`config.mk`:
```
export PLATFORM = sky130hd
export DESIGN_NAME = rx_frame_sorter
export DESIGN_NICKNAME = d
export VERILOG_FILES = /design/src/rtl/rfs_pkg.sv /design/src/rtl/rfs_ctrl.sv /design/src/rtl/rfs_data.sv /design/src/rtl/rx_frame_sorter.sv
export SDC_FILE = /design/constraint.sdc
export NUM_CORES = 1
export LEC_CHECK = 0
export BUFFER_PORTS_ARGS = -buffer_cell sky130_fd_sc_hd__buf_2
export CORE_MARGIN = 2
export CORE_UTILIZATION = 40
export DETAILED_ROUTE_END_ITERATION = 10
export SLEW_MARGIN = 20
export SYNTH_ARGS = -nofsm -noshare
export SYNTH_HDL_FRONTEND = slang
export SYNTH_SLANG_ARGS = --single-unit
```
`constraint.sdc`:
```
create_clock -name clk -period 11.41 [get_ports clk]
set_input_delay 2.282 -clock clk [delete_from_list [all_inputs] [get_ports clk]]
set_output_delay 2.282 -clock clk [all_outputs]
set_load 0.01 [all_outputs]
```
`src/rtl/rfs_pkg.sv`:
```
package rfs_pkg;
  localparam int WordW    = 32;
  localparam int NumSts   = 7;
  localparam int RamWords = 40;
  localparam int RamAw    = 6;
  localparam int TagW     = 5;

  localparam int StD2h  = 0;
  localparam int StPio  = 1;
  localparam int StDset = 2;
  localparam int StSdb  = 3;
  localparam int StUnk  = 4;
  localparam int StDesc = 5;
  localparam int StTfe  = 6;

  typedef enum logic [2:0] {
    KD2h  = 3'd0,
    KPio  = 3'd1,
    KDset = 3'd2,
    KSdb  = 3'd3,
    KUnk  = 3'd4,
    KData = 3'd5
  } kind_e;

  typedef struct packed {
    logic              ramWe;
    logic [RamAw-1:0]  ramAddr;
    logic [WordW-1:0]  wrData;
    logic              fifoPush;
    logic [NumSts-1:0] setMask;
    logic              tagValid;
    logic [TagW-1:0]   tag;
  } strobe_t;

  function automatic kind_e decodeKind(input logic [7:0] code);
    case (code)
      8'h34:   return KD2h;
      8'h5F:   return KPio;
      8'h41:   return KDset;
      8'hA1:   return KSdb;
      8'h46:   return KData;
      default: return KUnk;
    endcase
  endfunction

  function automatic logic [RamAw-1:0] regionBase(input kind_e k);
    case (k)
      KDset:   return RamAw'(0);
      KPio:    return RamAw'(8);
      KD2h:    return RamAw'(16);
      KSdb:    return RamAw'(22);
      default: return RamAw'(24);
    endcase
  endfunction

  function automatic logic [RamAw-1:0] regionLen(input kind_e k);
    case (k)
      KDset:   return RamAw'(7);
      KPio:    return RamAw'(5);
      KD2h:    return RamAw'(5);
      KSdb:    return RamAw'(2);
      KUnk:    return RamAw'(16);
      default: return RamAw'(0);
    endcase
  endfunction
endpackage

```
`src/rtl/rfs_ctrl.sv`:
```
module rfs_ctrl
  import rfs_pkg::*;
(
  input  logic             clk,
  input  logic             rstN,
  input  logic             inValid,
  input  logic [WordW-1:0] inData,
  input  logic             inSop,
  input  logic             inEop,
  input  logic             inReady,
  output strobe_t          strb
);
  localparam int IdxW = 5;
  localparam logic [IdxW-1:0] IdxMax = {IdxW{1'b1}};

  logic            inFrame;
  kind_e           kindQ;
  logic [IdxW-1:0] idxQ;
  logic            errQ;

  logic            take;
  kind_e           kindNow;
  logic [IdxW-1:0] idxNow;
  logic            errNow;

  assign take    = inValid && inReady && (inSop || inFrame);
  assign kindNow = inSop ? decodeKind(inData[7:0]) : kindQ;
  assign idxNow  = inSop ? '0 : idxQ;
  assign errNow  = inSop ? inData[16] : errQ;

  always_comb begin
    strb          = '0;
    strb.wrData   = inData;
    strb.ramAddr  = regionBase(kindNow) + RamAw'(idxNow);
    strb.ramWe    = take && (kindNow != KData) &&
                    (RamAw'(idxNow) < regionLen(kindNow));
    strb.fifoPush = take && (kindNow == KData) && (idxNow != '0);
    strb.tagValid = take && (kindNow == KDset) && (idxNow == IdxW'(1));
    strb.tag      = inData[TagW-1:0];
    if (take && inEop) begin
      case (kindNow)
        KD2h: begin
          strb.setMask[StD2h] = 1'b1;
          strb.setMask[StTfe] = errNow;
        end
        KPio:    strb.setMask[StPio]  = 1'b1;
        KDset:   strb.setMask[StDset] = 1'b1;
        KSdb:    strb.setMask[StSdb]  = 1'b1;
        KUnk:    strb.setMask[StUnk]  = 1'b1;
        default: ;
      endcase
    end
  end

  always_ff @(posedge clk) begin
    if (!rstN) begin
      inFrame <= 1'b0;
      kindQ   <= KUnk;
      idxQ    <= '0;
      errQ    <= 1'b0;
    end else if (take) begin
      inFrame <= !inEop;
      kindQ   <= kindNow;
      errQ    <= errNow;
      idxQ    <= (idxNow == IdxMax) ? IdxMax : idxNow + IdxW'(1);
    end
  end
endmodule

```
`src/rtl/rfs_data.sv`:
```
module rfs_data
  import rfs_pkg::*;
#(
  parameter int FifoDepth = 8
) (
  input  logic              clk,
  input  logic              rstN,
  input  strobe_t           strb,
  input  logic              descDone,
  input  logic              stsWrEn,
  input  logic [NumSts-1:0] stsWrData,
  input  logic              ieWrEn,
  input  logic [NumSts-1:0] ieWrData,
  input  logic [RamAw-1:0]  ramRdAddr,
  output logic [WordW-1:0]  ramRdData,
  input  logic              outReady,
  output logic              outValid,
  output logic [WordW-1:0]  outData,
  output logic              inReady,
  output logic [NumSts-1:0] stsOut,
  output logic [NumSts-1:0] ieOut,
  output logic              intrOut,
  output logic              tagValid,
  output logic [TagW-1:0]   tag
);
  localparam int PtrW = (FifoDepth > 1) ? $clog2(FifoDepth) : 1;
  localparam int CntW = $clog2(FifoDepth + 1);
  localparam logic [PtrW-1:0] PtrLast = PtrW'(FifoDepth - 1);
  localparam logic [CntW-1:0] CntFull = CntW'(FifoDepth);

  logic [WordW-1:0] fifoMem [FifoDepth];
  logic [PtrW-1:0]  wrPtr, rdPtr;
  logic [CntW-1:0]  count;
  logic             push, pop;

  assign inReady  = (count != CntFull);
  assign outValid = (count != '0);
  assign outData  = fifoMem[rdPtr];
  assign push     = strb.fifoPush;
  assign pop      = outValid && outReady;

  always_ff @(posedge clk) begin
    if (push) fifoMem[wrPtr] <= strb.wrData;
  end

  always_ff @(posedge clk) begin
    if (!rstN) begin
      wrPtr <= '0;
      rdPtr <= '0;
      count <= '0;
    end else begin
      if (push) wrPtr <= (wrPtr == PtrLast) ? '0 : wrPtr + PtrW'(1);
      if (pop)  rdPtr <= (rdPtr == PtrLast) ? '0 : rdPtr + PtrW'(1);
      case ({push, pop})
        2'b10:   count <= count + CntW'(1);
        2'b01:   count <= count - CntW'(1);
        default: ;
      endcase
    end
  end

  logic [WordW-1:0] frameRam [RamWords];

  always_ff @(posedge clk) begin
    if (strb.ramWe) frameRam[strb.ramAddr] <= strb.wrData;
    ramRdData <= (ramRdAddr < RamAw'(RamWords)) ? frameRam[ramRdAddr] : '0;
  end

  logic [NumSts-1:0] stsQ, ieQ, setAll, clrMask;

  always_comb begin
    setAll         = strb.setMask;
    setAll[StDesc] = strb.setMask[StDesc] | descDone;
    clrMask        = stsWrEn ? stsWrData : '0;
  end

  always_ff @(posedge clk) begin
    if (!rstN) begin
      stsQ     <= '0;
      ieQ      <= '0;
      tagValid <= 1'b0;
      tag      <= '0;
    end else begin
      stsQ     <= (stsQ & ~clrMask) | setAll;
      if (ieWrEn) ieQ <= ieWrData;
      tagValid <= strb.tagValid;
      if (strb.tagValid) tag <= strb.tag;
    end
  end

  assign stsOut  = stsQ;
  assign ieOut   = ieQ;
  assign intrOut = |(stsQ & ieQ);
endmodule

```
`src/rtl/rx_frame_sorter.sv`:
```
module rx_frame_sorter
  import rfs_pkg::*;
#(
  parameter int FifoDepth = 8
) (
  input  logic              clk,
  input  logic              rstN,
  input  logic              inValid,
  input  logic [WordW-1:0]  inData,
  input  logic              inSop,
  input  logic              inEop,
  output logic              inReady,
  output logic              outValid,
  output logic [WordW-1:0]  outData,
  input  logic              outReady,
  input  logic [RamAw-1:0]  ramRdAddr,
  output logic [WordW-1:0]  ramRdData,
  input  logic              stsWrEn,
  input  logic [NumSts-1:0] stsWrData,
  input  logic              ieWrEn,
  input  logic [NumSts-1:0] ieWrData,
  input  logic              descDone,
  output logic [NumSts-1:0] stsOut,
  output logic [NumSts-1:0] ieOut,
  output logic              intrOut,
  output logic              tagValid,
  output logic [TagW-1:0]   tag
);
  strobe_t strb;

  rfs_ctrl u_ctrl (
    .clk     (clk),
    .rstN    (rstN),
    .inValid (inValid),
    .inData  (inData),
    .inSop   (inSop),
    .inEop   (inEop),
    .inReady (inReady),
    .strb    (strb)
  );

  rfs_data #(.FifoDepth(FifoDepth)) u_data (
    .clk       (clk),
    .rstN      (rstN),
    .strb      (strb),
    .descDone  (descDone),
    .stsWrEn   (stsWrEn),
    .stsWrData (stsWrData),
    .ieWrEn    (ieWrEn),
    .ieWrData  (ieWrData),
    .ramRdAddr (ramRdAddr),
    .ramRdData (ramRdData),
    .outReady  (outReady),
    .outValid  (outValid),
    .outData   (outData),
    .inReady   (inReady),
    .stsOut    (stsOut),
    .ieOut     (ieOut),
    .intrOut   (intrOut),
    .tagValid  (tagValid),
    .tag       (tag)
  );
endmodule

```
---- Word level (Yosys, flattened, before mapping) ----
Memories as Yosys holds them, arrays and structs flattened. A register that Yosys moved wholly into a read port is not among the register bits.
Index checks and enable logic that the tools add are counted.
cells by class
  div/mod/pow operators ................... 0
  $lt $le $gt $ge ......................... 2
  shift operators ......................... 0
  equal/unequal tests ..................... 18
  multiply operators ...................... 0
  $add $sub $neg .......................... 6
  bitwise operators ....................... 4
  muxes and demuxes ....................... 25
  reduce and logical (&&, ||, !) cells .... 19
operators with widths
  kind                                                              number
  5-bit case mux with 4 select lines                                2
  8-bit by 7-bit == test with 1-bit output (second input constant)  3
  3-bit two-way mux                                                 5
  5-bit two-way mux                                                 3
  3-bit case mux with 5 select lines                                1
  7-bit bitwise AND                                                 2
  3-bit == test (second input constant)                             4
  1-bit two-way mux                                                 12
  1-bit logical AND                                                 10
  8-bit by 6-bit == test with 1-bit output (second input constant)  1
  8-bit == test (second input constant)                             1
  4-bit case mux with 2 select lines                                1
  7-bit two-way mux                                                 1
  7-bit NOT                                                         1
  7-bit OR                                                          1
  7-bit OR reduction                                                1
  3-bit by 1-bit adder with 3-bit output (second input constant)    2
  5-bit by 5-bit adder with 6-bit output                            1
  3-bit by 2-bit == test with 1-bit output (second input constant)  2
  6-bit less-than comparator (second input constant)                1
  5-bit by 1-bit adder with 5-bit output (second input constant)    1
  5-bit by 1-bit == test with 1-bit output (second input constant)  1
  5-bit == test (second input constant)                             1
  5-bit less-than comparator                                        1
  other kinds (14)                                                  15
storage, ports and cells
  memory bits (writable) .................. 1536
  memories kept ........................... 2
  bits in latches ......................... 0
  input bits .............................. 61
  word-level logic and storage cells ...... 87
  output and inout bits ................... 87
  register bits after elaboration ......... 40
  memory bits (read-only) ................. 0
memory list
  name             depth  bits a word  read ports  clocked after Yosys merged registers in  wr ports  line            source
  u_data.frameRam  40     32           1           1                                        1         rfs_data.sv:62  logic [WordW-1:0] frameRam [RamWords];
  u_data.fifoMem   8      32           1           1                                        1         rfs_data.sv:31  logic [WordW-1:0] fifoMem [FifoDepth];

---- Longest topological paths before layout ----
  depth in word-level cells ............... 10
  gate-level depth with buffers ........... 13
  mapped depth without buffers ............ 13

---- By module ----
From an unflattened synthesis, not the netlist that was laid out.
second synthesis, totals
  cell total of the unflattened synthesis .. 2907
  area, all modules ....................... 61918.1 um^2
by module, submodules not included
  module    area each (um^2)  instances  seq. area each (um^2)  cells each
  rfs_data  60559.3           1          47425.5                2742
  rfs_ctrl  1358.8            1          200.2                  165

---- Worst setup path before layout ----
No wires, ideal clock.
  path kind ............................... input -> register
  from .................................... input port inData[0]
  to ...................................... memory u_data.frameRam[15][0] (enable)
  data required time ...................... 10.908 ns
  buffers on the path ..................... 1
  setup slack ............................. 2.826 ns
  stages .................................. 11
  arrival ................................. 8.083 ns
  path through ............................ clkbuf_2 or3_1 o31a_1 o21ai_1 nor2_1 ha_1 fa_1 xnor2_1 nor3b_1 nand4_1 nor4_1
between the ends
  cells in the longest elaborated chain, start to end .. 10
ends and longest elaborated chain
  item                                                                                  line                          source
  start: declaration                                                                    rx_frame_sorter.sv:9          input logic [WordW-1:0] inData,
  8-bit by 7-bit == test with 1-bit output, or another cell as far along                rfs_pkg.sv:36                 case (code)
  3-bit case mux with 5 select lines *                                                  rfs_pkg.sv:36
  3-bit two-way mux *                                                                   rfs_ctrl.sv:27                assign kindNow = inSop ? decodeKind(inData[7:0]) : kindQ;
  3-bit by 1-bit == test with 1-bit output / 3-bit logical NOT (equally long branches)  rfs_pkg.sv:47, rfs_pkg.sv:57
  2-bit OR reduction (no source line)                                                   --
  5-bit case mux with 4 select lines                                                    rfs_pkg.sv:57                 case (k)
  5-bit less-than comparator                                                            rfs_ctrl.sv:36                (RamAw'(idxNow) < regionLen(kindNow));
  1-bit logical AND                                                                     rfs_ctrl.sv:35                strb.ramWe = take && (kindNow != KData) &&
  1-bit two-way mux                                                                     rfs_data.sv:65                if (strb.ramWe) frameRam[strb.ramAddr] <= strb.wrData;
  1-bit two-way mux (not written as such)                                               rfs_data.sv:65
  end: declaration                                                                      rfs_data.sv:62
Every way passes the cells marked *; elsewhere a longest branch is shown, timed or not.

---- Worst setup path in the final report ----
  from .................................... input port inData[4]
  to ...................................... memory u_data.frameRam[19][12] (enable)
The elaborated chain is that of the path after synthesis.

==> impl_metrics.yaml <==
critical_path:
  cp_cell_sequence: "buf_2 > or3_1 > nand2_1 > a221oi_1 > nor2_1 > ha_1 > fa_1 > nor2_1 > nand2_1 > a21oi_1 > nand2_1 > nor4_2 > buf_4"
  critical-path-top-cell-by-count: "sky130_fd_sc_hd__nand2_1"
  crit_path_end_kind: "flip-flop"
  worst_path_max_delay_cell: "sky130_fd_sc_hd__nor4_2"
  path_buf_inv: 2
  worst_r2r_endpoint: "u_data.frameRam[19][12]"
  critical_path.top_delay_family: "simple AND/OR/NAND/NOR gates"
  highest_cell_delay_on_the_worst_timing_path_ns: 0.76
  critical_path.reg2reg.startpoint: "u_ctrl.kindQ[0]"
  worst-endpoint-required_ns: 11.85
  worst_reg_to_reg_setup_slack_ns: 6.76
  cp_data_arrival_time_ns: 7.34
  timing_worst_setup_path_type: "in2reg"
  r2r.worst_path.cells: 10
  max_fo_critical_path: 46
  setup.worst_path.start_class: "input port"
die:
  die_w_um: 398.0
  floorplan.die_area_um2: 158400
  start_util_pct: 40.32
  die_y_um: 398.0
  core.rowCount: 144
  core_area_um2: 154000
  num_io_pins: 148
synth:
  yosys.cell_types.count: 66
  syn-mean-instance-area_um2: 21.05
  postSynthNetCount: 3031
  most_area_hungry_cell_type_in_the_yosys_netlist: "sky130_fd_sc_hd__edfxtp_1"
  postSynthCellCount: 2951
  synth-edff-count: 1536
  yosys.area.top_type_share_pct: 74.27
  ffs_latches_synth: 1611
  synth_top_flop_cell: "sky130_fd_sc_hd__edfxtp_1"
  ys_warn_count: 0
  ys_async_sr_fraction_pct: 0
  synth_top_cells_by_area: "sky130_fd_sc_hd__edfxtp_1 (74%), sky130_fd_sc_hd__mux4_2 (11%), sky130_fd_sc_hd__mux2i_1 (2.9%)"
  synth_area_um2: 62110
  sequential_area_share_after_synthesis_pct: 76.68
final_layout:
  final_cell_area_um2: 71030
  layout_commonest_cell: "sky130_fd_sc_hd__edfxtp_1"
  design.final.nets: 3284
  drive_above_1_share_pct: 29.00
  layout-area-overhead-vs-synth_pct: 14.37
  final_cell_mix: "sky130_fd_sc_hd__edfxtp_1 (1536), sky130_fd_sc_hd__mux4_2 (311), sky130_fd_sc_hd__mux2i_1 (180)"
  final.fill_count: 12840
  utilization_pct: 46.11
  final-instance-count-excl-fill: 5387
timing:
  final_worst_clock_skew_ns: 0.03588
  timing_worst_slew_pin_value_ns: 1.103
  min_period_over_period_pct: 60.49
  headroom_to_the_max_slew_limit_pct: 26.47
  report.final.slew_viol_count: 0
  timing.final.crit_period_ns: 6.902
  timing.final.ws_setup_ns: 4.508
  timing.final.setup_violations: 0
  setup_repair_after_global_routing_missed_its_margin: "no"
  totalNegativeSetupSlack_ns: 0
  final.hold.worst_slack_ns: 0.4684
  hold_viol: 0
  clock.fmax_ghz: 0.1449
power:
  fin_total_pwr_mw: 12.31
  largest_vdd_supply_drop_v: 0.0001330
  p_leak_nw: 22.73
  pwr_per_cell_area_nw_per_um2: 173.3
clock_network:
  ctsHtreeMaxLevel: 4
  clk_pin_slew_ns: 0.06
  cts_setup_buffers: 0
  holdBufCountCts: 0
  cts_tree: "built"
  clk_path_buf_depth: 3
  clock_tree.root_cell: "sky130_fd_sc_hd__clkbuf_16"
  worst_skew_pair.late_latency_ns: 0.80
  number_of_clock_buffers_inserted_by_tritoncts: 161
  cts.sinks: 1611
  cts-resized-gates: 0
worst_hold_path:
  timing.hold.worst.class: "reg2reg"
  min_to: "u_ctrl.errQ"
  whs_path_depth: 2
  hp-start: "u_ctrl.errQ"
run_status:
  status: "completed"
route:
  wirelength_met1_um: 67050
  drtIter0Drc: 3148
  viasPerCell: 5.668
  wl_per_cell_um: 29.30
  drc_markers: 0
  final_antenna_net_count: 0
  routed.top_layer: "met4"
  detail_route.wirelength_um: 157900
  dr_wl_met3_um: 11850
  dr_total_vias: 30530
  met2WireLength_um: 75680
  drt_first_pass_iters: 5
placed_design:
  dp.cells: 5084
  placed_area_um2: 65820
  gpl.final_weighted_congestion: 0.8304
  placement.io_buffers: 147
  placement.setup.worst_slack_ns: 3.774
  place.detailed.hpwl_um: 90410
global_route:
  grt.overflow.total: 0
  grt_max_degree: 98
  grt_usage_pct: 19.98
  grt_pass1_vias: 30500
  antenna_found_initial: 12
  wire_length_of_the_first_global_routing_pass_um: 225300
flow_run:
  maxCapViolations: 0
==> sequential cells by signal, summed over array words and instances, names as in the netlist, named ones only <==
signal            cells
u_data.frameRam    1280
u_data.fifoMem      256
u_data.ramRdData     32
u_data.ieOut          7
u_data.stsOut         7
u_ctrl.idxQ           5
u_data.tag            5
u_data.count          4
u_ctrl.kindQ          3
u_data.rdPtr          3
u_data.wrPtr          3
u_ctrl.errQ           1
u_ctrl.inFrame        1
u_data.tagValid       1
==> where the power goes <==
part	switching [mW]	total, mW	internal, mW
registers	0.0107	6.51	6.50
logic	0.410	0.603	0.193
clock network	2.25	5.19	2.94
total	2.67	12.3	9.64
==> cell type report <==
class	instances	area (µm²)	share of cell area, %
Inverter	10	37.54	0.05285
Antenna cell	5	12.51	0.01762
Sequential cell	1611	47630	67.06
Clock inverter	95	905.9	1.275
Timing Repair Buffer	256	1635	2.302
Tap cell	2044	2557	3.601
Multi-Input combinational cell	1164	13980	19.69
Clock buffer	202	4264	6.003
==> worst max-delay path by stage <==
| stage | from | to | slack, ns | cells past startpoint |
|---|---|---|---|---|
| 2_1_floorplan | inData[0] | u_data.frameRam[15][0] | 2.83 | 11 |
| 3_3_place_gp | inData[4] | u_data.frameRam[19][24] | 3.28 | 13 |
| 3_5_place_dp | inData[4] | u_data.frameRam[19][19] | 3.77 | 11 |
| 4_1_cts | inData[4] | u_data.frameRam[19][9] | 4.60 | 11 |
| 5_1_grt | inData[4] | u_data.frameRam[19][29] | 4.10 | 13 |
| 6_report | inData[4] | u_data.frameRam[19][12] | 4.51 | 13 |
==> cell usage after synthesis, drive strengths merged, types with 3 or more instances <==
cell,n
nor4,41
edfxtp,1536
nor3,23
a22o,6
clkbuf,64
nor4b,3
mux2,115
buf,102
a21oi,57
a211o,27
o31ai,4
xor2,3
nor2,43
nand2b,7
nor3b,9
a211oi,6
and4,3
o21ai,23
o2111ai,3
o32a,3
mux4,311
o22a,3
mux2i,180
o211ai,5
inv,10
and2,5
or3,5
nand4,9
or2,3
dfxtp,75
xnor2,3
o22ai,67
nor2b,13
nand3,24
nand2,58
a22oi,55
ha,17
==> worst reg2reg max path, cell delays in order, from the launching register on <==
cell and delay (ns):
sky130_fd_sc_hd__dfxtp_1 0.34, sky130_fd_sc_hd__a221oi_1 0.65, sky130_fd_sc_hd__nor2_1 0.29, sky130_fd_sc_hd__ha_1 0.33
sky130_fd_sc_hd__fa_1 0.48, sky130_fd_sc_hd__nor2_1 0.17, sky130_fd_sc_hd__nand2_1 0.07, sky130_fd_sc_hd__a21oi_1 0.51
sky130_fd_sc_hd__nand2_1 0.20, sky130_fd_sc_hd__nor4_2 0.76, sky130_fd_sc_hd__buf_4 0.51
==> routing by layer <==
| metal | global-route usage [%] | vias to the layer above |
|---|---|---|
| met5 | 0 | - |
| met1 | 28.52 | 16250 |
| met4 | 5.053 | 0 |
| met2 | 31.66 | 1188 |
| met3 | 3.858 | 199 |
| li1 | - | 12900 |
==> logic make-up after synthesis <==
kind of cell	Yosys count	synth area share, %
simple gates	256	2.180
flops	1611	76.68
fa+ha+maj	19	0.4070
mux	606	16.26
buf+inv	176	1.334
compound gates	277	3.046
xor+xnor	6	0.08463
Note: power is estimated with default switching activity, not from simulation.
